`src/rtl/padctl_pkg.sv`:
```
package padctl_pkg;
  typedef enum logic [1:0] {
    OWN_MUX  = 2'd0,
    OWN_GPIO = 2'd1,
    OWN_IOP  = 2'd2
  } own_e;

  typedef struct packed {
    own_e own;
    logic iinv;
    logic oinv;
    logic od;
    logic lvl;
    logic en;
  } padcfg_t;

  localparam int FL_DRV_LO = 0;
  localparam int FL_DRV_HI = 1;
  localparam int FL_IINV   = 2;
  localparam int FL_OINV   = 3;
  localparam int FL_OD     = 4;
  localparam int TY_MASTER = 0;
  localparam int TY_FIRST  = 1;
  localparam logic [7:0] FN_GPIO = 8'd0;
  localparam logic [7:0] FN_IOP  = 8'd1;
endpackage

```
`src/rtl/padctl_decode.sv`:
```
module padctl_decode
  import padctl_pkg::*;
#(
  parameter int NUM_PADS = 99,
  localparam int IDX_W   = $clog2(NUM_PADS)
) (
  input  logic             we,
  input  logic [31:0]      word,
  output logic             upd,
  output logic             bad,
  output logic [IDX_W-1:0] idx,
  output padcfg_t          cfg
);
  localparam int MAX_PAD = NUM_PADS - 1;

  logic [7:0] pnum, typ, fn, fl;
  logic       bad_type, bad_pad;

  assign pnum = word[31:24];
  assign typ  = word[23:16];
  assign fn   = word[15:8];
  assign fl   = word[7:0];

  always_comb begin
    bad_type = 1'b0;
    cfg.own  = OWN_GPIO;
    case ({typ[TY_FIRST], typ[TY_MASTER]})
      2'b01: begin
        if (fn == FN_GPIO)     cfg.own = OWN_GPIO;
        else if (fn == FN_IOP) cfg.own = OWN_IOP;
        else                   cfg.own = OWN_MUX;
      end
      2'b11:   cfg.own = OWN_GPIO;
      2'b10:   cfg.own = OWN_IOP;
      default: bad_type = 1'b1;
    endcase
    cfg.iinv = fl[FL_IINV];
    cfg.oinv = fl[FL_OINV];
    cfg.od   = fl[FL_OD];
    cfg.en   = fl[FL_DRV_HI] | fl[FL_DRV_LO];
    cfg.lvl  = fl[FL_DRV_HI];
  end

  assign bad_pad = pnum > 8'(MAX_PAD);
  assign bad     = bad_pad | bad_type;
  assign upd     = we & ~bad;
  assign idx     = pnum[IDX_W-1:0];
endmodule

```
`src/rtl/padctl_store.sv`:
```
module padctl_store
  import padctl_pkg::*;
#(
  parameter int NUM_PADS = 99,
  localparam int IDX_W   = $clog2(NUM_PADS)
) (
  input  logic                    clk,
  input  logic                    rst,
  input  logic                    upd,
  input  logic [IDX_W-1:0]        idx,
  input  padcfg_t                 cfg_in,
  output padcfg_t [NUM_PADS-1:0]  cfg_q
);
  localparam padcfg_t CFG_RST = '{own: OWN_GPIO, iinv: 1'b0, oinv: 1'b0,
                                  od: 1'b0, lvl: 1'b0, en: 1'b0};

  always_ff @(posedge clk) begin
    for (int i = 0; i < NUM_PADS; i++) begin
      if (rst)
        cfg_q[i] <= CFG_RST;
      else if (upd && idx == IDX_W'(i))
        cfg_q[i] <= cfg_in;
    end
  end
endmodule

```
`src/rtl/padctl_outpath.sv`:
```
module padctl_outpath
  import padctl_pkg::*;
#(
  parameter int NUM_PADS = 99
) (
  input  logic                    clk,
  input  logic                    rst,
  input  padcfg_t [NUM_PADS-1:0]  cfg_q,
  input  logic [NUM_PADS-1:0]     mux_out,
  input  logic [NUM_PADS-1:0]     mux_oe,
  input  logic [NUM_PADS-1:0]     iop_out,
  input  logic [NUM_PADS-1:0]     iop_oe,
  output logic [NUM_PADS-1:0]     pad_out,
  output logic [NUM_PADS-1:0]     pad_oe
);
  logic [NUM_PADS-1:0] src_o, src_e, eff, nxt_o, nxt_e;

  always_comb begin
    for (int i = 0; i < NUM_PADS; i++) begin
      case (cfg_q[i].own)
        OWN_MUX: begin src_o[i] = mux_out[i];  src_e[i] = mux_oe[i];  end
        OWN_IOP: begin src_o[i] = iop_out[i];  src_e[i] = iop_oe[i];  end
        default: begin src_o[i] = cfg_q[i].lvl; src_e[i] = cfg_q[i].en; end
      endcase
      eff[i] = src_o[i] ^ cfg_q[i].oinv;
      if (cfg_q[i].od) begin
        nxt_o[i] = 1'b0;
        nxt_e[i] = src_e[i] & ~eff[i];
      end else begin
        nxt_o[i] = eff[i];
        nxt_e[i] = src_e[i];
      end
    end
  end

  always_ff @(posedge clk) begin
    if (rst) begin
      pad_out <= '0;
      pad_oe  <= '0;
    end else begin
      pad_out <= nxt_o;
      pad_oe  <= nxt_e;
    end
  end
endmodule

```
`src/rtl/padctl_inpath.sv`:
```
module padctl_inpath
  import padctl_pkg::*;
#(
  parameter int NUM_PADS    = 99,
  parameter int SYNC_STAGES = 2
) (
  input  logic                    clk,
  input  logic                    rst,
  input  padcfg_t [NUM_PADS-1:0]  cfg_q,
  input  logic [NUM_PADS-1:0]     pad_in,
  output logic [NUM_PADS-1:0]     in_cond
);
  logic [SYNC_STAGES-1:0][NUM_PADS-1:0] sr;
  logic [NUM_PADS-1:0] inv;

  always_comb
    for (int i = 0; i < NUM_PADS; i++) inv[i] = cfg_q[i].iinv;

  generate
    for (genvar s = 0; s < SYNC_STAGES; s++) begin : g_sync
      if (s == 0) begin : g_first
        always_ff @(posedge clk)
          if (rst) sr[0] <= '0;
          else     sr[0] <= pad_in;
      end else begin : g_next
        always_ff @(posedge clk)
          if (rst) sr[s] <= '0;
          else     sr[s] <= sr[s-1];
      end
    end
  endgenerate

  always_ff @(posedge clk)
    if (rst) in_cond <= '0;
    else     in_cond <= sr[SYNC_STAGES-1] ^ inv;
endmodule

```
`src/rtl/padctl_top.sv`:
```
module padctl_top
  import padctl_pkg::*;
#(
  parameter int NUM_PADS    = 99,
  parameter int SYNC_STAGES = 2
) (
  input  logic                clk,
  input  logic                rst,
  input  logic                cfg_we,
  input  logic [31:0]         cfg_word,
  output logic                cfg_err,
  input  logic [NUM_PADS-1:0] mux_out,
  input  logic [NUM_PADS-1:0] mux_oe,
  input  logic [NUM_PADS-1:0] iop_out,
  input  logic [NUM_PADS-1:0] iop_oe,
  input  logic [NUM_PADS-1:0] pad_in,
  output logic [NUM_PADS-1:0] pad_out,
  output logic [NUM_PADS-1:0] pad_oe,
  output logic [NUM_PADS-1:0] in_cond
);
  localparam int IDX_W = $clog2(NUM_PADS);

  logic                   upd, bad;
  logic [IDX_W-1:0]       idx;
  padcfg_t                cfg_new;
  padcfg_t [NUM_PADS-1:0] cfg_q;

  padctl_decode #(.NUM_PADS(NUM_PADS)) u_dec (
    .we(cfg_we), .word(cfg_word), .upd(upd), .bad(bad), .idx(idx), .cfg(cfg_new)
  );

  padctl_store #(.NUM_PADS(NUM_PADS)) u_store (
    .clk(clk), .rst(rst), .upd(upd), .idx(idx), .cfg_in(cfg_new), .cfg_q(cfg_q)
  );

  padctl_outpath #(.NUM_PADS(NUM_PADS)) u_out (
    .clk(clk), .rst(rst), .cfg_q(cfg_q),
    .mux_out(mux_out), .mux_oe(mux_oe), .iop_out(iop_out), .iop_oe(iop_oe),
    .pad_out(pad_out), .pad_oe(pad_oe)
  );

  padctl_inpath #(.NUM_PADS(NUM_PADS), .SYNC_STAGES(SYNC_STAGES)) u_in (
    .clk(clk), .rst(rst), .cfg_q(cfg_q), .pad_in(pad_in), .in_cond(in_cond)
  );

  always_ff @(posedge clk)
    if (rst) cfg_err <= 1'b0;
    else     cfg_err <= cfg_we & bad;
endmodule

```
`config.mk`:
```
export PLATFORM = sky130hd
export DESIGN_NAME = padctl_top
export DESIGN_NICKNAME = d
export VERILOG_FILES = /design/src/rtl/padctl_pkg.sv /design/src/rtl/padctl_decode.sv /design/src/rtl/padctl_store.sv /design/src/rtl/padctl_outpath.sv /design/src/rtl/padctl_inpath.sv /design/src/rtl/padctl_top.sv
export SDC_FILE = /design/constraint.sdc
export NUM_CORES = 2
export LEC_CHECK = 0
export CAP_MARGIN = 20
export CELL_PAD_IN_SITES_DETAIL_PLACEMENT = 0
export CELL_PAD_IN_SITES_GLOBAL_PLACEMENT = 2
export CORE_ASPECT_RATIO = 1.1
export CORE_UTILIZATION = 30
export DETAILED_ROUTE_END_ITERATION = 16
export PLACE_DENSITY = 0.75
export SLEW_MARGIN = 20
export SYNTH_ARGS = -nofsm -noshare
export SYNTH_HDL_FRONTEND = slang
export SYNTH_SLANG_ARGS = --single-unit
```
`constraint.sdc`:
```
create_clock -name clk -period 2.8 [get_ports clk]
set_input_delay 0.56 -clock clk [delete_from_list [all_inputs] [get_ports clk]]
set_output_delay 0.56 -clock clk [all_outputs]
set_load 0.05 [all_outputs]
```
== Word level (Yosys, flattened, before mapping) ==
Cells that the tools add are included.
Word-level totals
  bits in registers: 1189
Operators by class
  multiplexer cells: 301
  eq/ne operators: 201
  reduce and logical (&&, ||, !) cells: 300
  bitwise logic cells: 303
  $lt $le $gt $ge: 1
Operators with widths (count)
  $pmux W1 S2: 198
  $eq A7 B7 Y1 const B: 35
  $eq A7 B6 Y1 const B: 32
  $eq A2 B2 Y1 const B: 101
  $logic_not A2 Y1: 99
  $reduce_or A2 Y1: 99
  $eq A7 B5 Y1 const B: 16
  $and A1 B1 Y1: 101
  $mux W1: 100
  $not A1 Y1: 100
  $logic_and A1 B1 Y1: 99
  $xor A1 B1 Y1: 99
  $xor A99 B99 Y99: 1
  $eq A7 B4 Y1 const B: 8
  $eq A7 B3 Y1 const B: 4
  $eq A7 B2 Y1 const B: 2
  $eq A8 B1 Y1 const B: 1
  $gt A8 B7 Y1 const B: 1
  $logic_not A8 Y1: 1
  $eq A7 B1 Y1 const B: 1
  $logic_not A7 Y1: 1
  $mux W2: 2
  $pmux W2 S2: 1
  $reduce_or A3 Y1: 1
  2 further kinds: 3

== Logic depth before layout (Yosys ltp) ==
  word-level depth: 7
  mapped depth: 7

== Hierarchy ==
A second synthesis with hierarchy kept.
Second synthesis, totals
  cells, all modules: 4784
  area total of the unflattened synthesis: 48869.4 um2
By module, submodules not included
  padctl_store: times used 1, cells an instance 2417, sequential area each 13873.3 um2, area an instance 26476.6 um2
  padctl_outpath: times used 1, cells an instance 1611, sequential area each 3963.8 um2, area an instance 13530.5 um2
  padctl_inpath: times used 1, cells an instance 726, sequential area each 5945.7 um2, area an instance 8610.8 um2
  padctl_decode: times used 1, cells an instance 28, sequential area each 0.0 um2, area an instance 222.7 um2
  padctl_top: times used 1, cells an instance 2, sequential area each 20.0 um2, area an instance 28.8 um2

== Worst setup path before layout ==
No wires, ideal clock.
  path kind: input to register
  start: input cfg_word[17]
  end: register, netlist name u_store.cfg_q[628]
  cell stages on the path: 7
  arrival: 1.953 ns
  path slack: 0.723 ns
  setup time: 0.124 ns
  data required time: 2.676 ns
  path buffers: 2
  cells stage by stage: inv_1 -> ha_1 -> nor2b_1 -> a311oi_2 -> clkbuf_1 -> buf_2 -> mux2i_1
On the way
  word-level cells in the longest chain between the ends: 7
Ends and longest elaborated chain
  from (decl): line padctl_top.sv:10  | input logic [31:0] cfg_word,
  $eq A2 B2 Y1 / $eq A2 B1 Y1 (equally long branches): line padctl_decode.sv:27  | case ({typ[TY_FIRST], typ[TY_MASTER]})
  $reduce_or A3 Y1 (no source line)
  $mux W1: line padctl_decode.sv:27
  $or A1 B1 Y1: line padctl_decode.sv:45  | assign bad = bad_pad | bad_type;
  $not A1 Y1: line padctl_decode.sv:46  | assign upd = we & ~bad;
  $and A1 B1 Y1: line padctl_decode.sv:46
  $logic_and A1 B1 Y1: line padctl_store.sv:21  | else if (upd && idx == IDX_W'(i))
Parallel ways exist; a longest one is shown, timed or not.
A chain may end at the register's enable or synchronous reset.

== Final worst setup path ==
  start: register u_in.in_cond[29]
  end: output in_cond[29]
RTL lines
  from (decl): line padctl_inpath.sv:11  | output logic [NUM_PADS-1:0] in_cond
  from (signal assigned): line padctl_inpath.sv:35  | else in_cond <= sr[SYNC_STAGES-1] ^ inv;
  to (decl): line padctl_top.sv:19  | output logic [NUM_PADS-1:0] in_cond
No word-level cell between the ends.

==> metrics.md <==
| Metric | Value |
|---|---|
| Status | `complete, no violations` |
| Vias per inst | `4.904` |
| Finished Core Util | `40.71%` |
| Final Power | `37.88 mW` |
| Share of layout cells above drive strength 1 | `10.46%` |
| Clock transition at path regs | `0.06 ns` |
| H-tree depth | `4` |
| Slew @ Worst Pin | `0.7624 ns` |
| Crit Path Max Fanout | `1` |
| Fillers | `15789` |
| Cell Count, Final, Fillers Out | `7953` |
| Setup crit start kind | `flop` |
| Buf/Inv on CP | `1` |
| Final period util | `94.00%` |
| Syn-to-layout area delta | `34.52%` |
| Yosys warns | `0` |
| Main flop type after synthesis | `dfxtp_1` |
| Vias in the first global route | `38307` |
| Core box area | `162300 um2` |
| P_leak | `27.12 nW` |
| Critical path's top delay family | `buffers and inverters` |
| Die area | `165400 um2` |
| Asr flop ratio synth | `0%` |
| Final Worst Setup Slack | `0.1680 ns` |
| Largest net degree at the start of global routing | `106` |
| Sequential area share after synthesis | `48.45%` |
| Average wire per standard cell | `21.57 um` |
| Critical path type | `reg2out` |
| # DRC | `0` |
| Routed WL | `171600 um` |
| CTS root buffer | `clkbuf_16` |
| TritonRoute pass-1 iters | `5` |
| Worst Hold Class | `in2reg` |
| R2R Setup Slk | `1.11 ns` |
| Req. time, crit path | `2.24 ns` |
| RSZ-0062 raised after global routing | `false` |
| CTS Buf Count | `136` |
| Post-synth EDFFs | `0` |
| Peak VDD IR | `0.0004890 V` |
| GP Congestion | `0.7913` |
| Max-slew violation count | `0` |
| Initial antenna violation count | `28` |
| Clock Tree Buf Depth | `3` |
| Total gr overflow | `0` |
| Post-CTS sizing | `0` |
| Fmax | `379.9 MHz` |
| CP endpoint kind | `primary output` |
| DIE HEIGHT | `426.4 um` |
| CP max-delay cell | `clkdlybuf4s50_1` |
| Sink Count | `1189` |
| Clock Skews | `0.02999 ns` |
| CP cell instances | `clkdlybuf4s50_1` |
| CP arrival | `2.07 ns` |
| PD cells | `573.2 nW/um2` |
| Initial core utilization | `30.26%` |
| Synth cell types | `50` |
| Syn Area/Cell | `10.09 um2` |
| Fin. Hold Viols | `0` |
| Worst skew pair latency | `0.80 ns` |
| HPWL Detailed | `119800 um` |
| Final TNS setup | `0 ns` |
| Via count | `38998` |
| Num rows | `155` |
| IO Count | `828` |
| Inst Count DP | `7705` |
| Die width | `387.8 um` |
| Max-cap violations | `0` |
| Post-Syn Instances | `4869` |
| Synth Register Bits | `1189` |
| Nets | `6258` |
| Rel. slew slack | `49.01%` |
| Delay of the slowest critical-path stage | `0.97 ns` |
| Tot GR Track Use | `20.18%` |
| Min Tclk post-route | `2.632 ns` |
| Mapped Area | `49130 um2` |
| 1st-iter DRT viols | `2040` |
| CTS tree | `built` |
| Final setup vio count | `0` |
| Net count after synthesis | `5402` |
| Global-route wire length before repair | `250500 um` |
| Port-buffer cells | `818` |
| Post-route ant nets | `0` |
| Post-place setup slack | `-0.07748 ns` |
==> flip-flops by register name, indices dropped and copies added (netlist names) <==
register       count
cfg_err            1
u_in.in_cond      99
u_in.sr          198
u_out.pad_oe      99
u_out.pad_out     99
u_store.cfg_q    693
==> report_power, final <==
group	total [mW]	internal, mW	switching (mW)
combinational	2.68	1.21	1.47
clock	18.0	10.6	7.47
sequential	17.2	17.1	0.0661
total	37.9	28.9	9.01
==> cells by family after synthesis <==
logic type | count (synthesis) | synth area share, %
AND/OR/NAND/NOR | 1538 | 16.54
flip-flops | 1189 | 48.45
multiplexers | 827 | 17.10
AO/OA/AOI/OAI | 727 | 12.07
buffers and inverters | 486 | 3.996
XOR/XNOR | 99 | 1.765
adder cells (fa/ha/maj) | 3 | 0.07641
==> synth_stat cells (all sizes together), types with 6 or more instances <==
library cell  instances  area (um2)
nand4bb               6       67.56
nor2                201       754.5
mux2                 99        1115
nand3                98        1154
inv                 201       754.5
buf                  59       360.4
mux2i               728        7287
o31ai                64       480.5
a211oi               99       743.2
nand2b               99       619.3
nor2b               299        1871
dfxtp              1189       23800
a211o                99       867.1
clkbuf              226       848.3
xnor2                99       867.1
o2111a               99        1115
a2111oi             100       875.8
o211ai              198        1486
a21oi                64       320.3
nand4                65       406.6
nor3                100       500.5
nand2               634        2380
==> what timing repair did <==
action,in CTS,in global routing
buffers inserted,0,0
endpoints found under the hold margin,1,0
hold buffers,1,0
==> cell usage in the layout, fill, tap and decap left out, drive strengths merged, types with 5 or more instances in the layout <==
master	Yosys	routed
nand4	65	65
clkinv	0	26
o2111a	99	99
dfxtp	1189	1189
mux2i	728	728
and4b	5	5
nor2	201	201
clkbuf	226	202
a21oi	64	64
clkinvlp	0	5
bufinv	0	6
a2111oi	100	100
nand2b	99	99
buf	59	185
nand3	98	98
a211oi	99	99
and4bb	5	5
nor2b	299	299
nor4b	5	5
nand4bb	6	6
o31ai	64	64
a211o	99	99
nand2	634	634
mux2	99	99
clkdlybuf4s50	0	817
xnor2	99	99
inv	201	207
nor3	100	100
o211ai	198	198
==> metrics by stage <==
| step | hold slack [ns] | cell area (um2) |
|---|---|---|
| after floorplan | 0.4138 | 49130 |
| after global placement | 0.4183 | 61530 |
| after detailed placement | 0.4204 | 61530 |
| after CTS | 0.2351 | 66080 |
| after global routing | 0.2660 | 66080 |
| final | 0.3149 | 66090 |
==> final cells by class <==
class / count / area [um2] / area share, %
Antenna cell: 2 / 5.005 / 0.007573
Clock buffer: 202 / 4014 / 6.074
Clock inverter: 43 / 531.8 / 0.8046
Inverter: 201 / 762.0 / 1.153
Multi-Input combinational cell: 3194 / 23530 / 35.61
Sequential cell: 1189 / 23800 / 36.02
Tap cell: 2119 / 2651 / 4.012
Timing Repair Buffer: 1003 / 10790 / 16.32
==> worst paths after layout <==
| path | from | to | cells after the start |
|---|---|---|---|
| worst max-delay path | u_in.in_cond[29] | in_cond[29] | 1 |
| worst min-delay path | pad_in[14] | u_in.sr[14] | 2 |
| worst min register to register | u_in.sr[69] | u_in.sr[168] | 1 |
| worst max register to register | u_store.cfg_q[356] | u_out.pad_out[50] | 3 |
==> metal layers <==
layer  GRT usage (%)  share of wire, %
met5               0              0.13
met3           4.638               5.4
met1           26.75                46
met4           5.714               2.3
met2           32.61                46
Note: power is estimated with default switching activity, not from simulation.
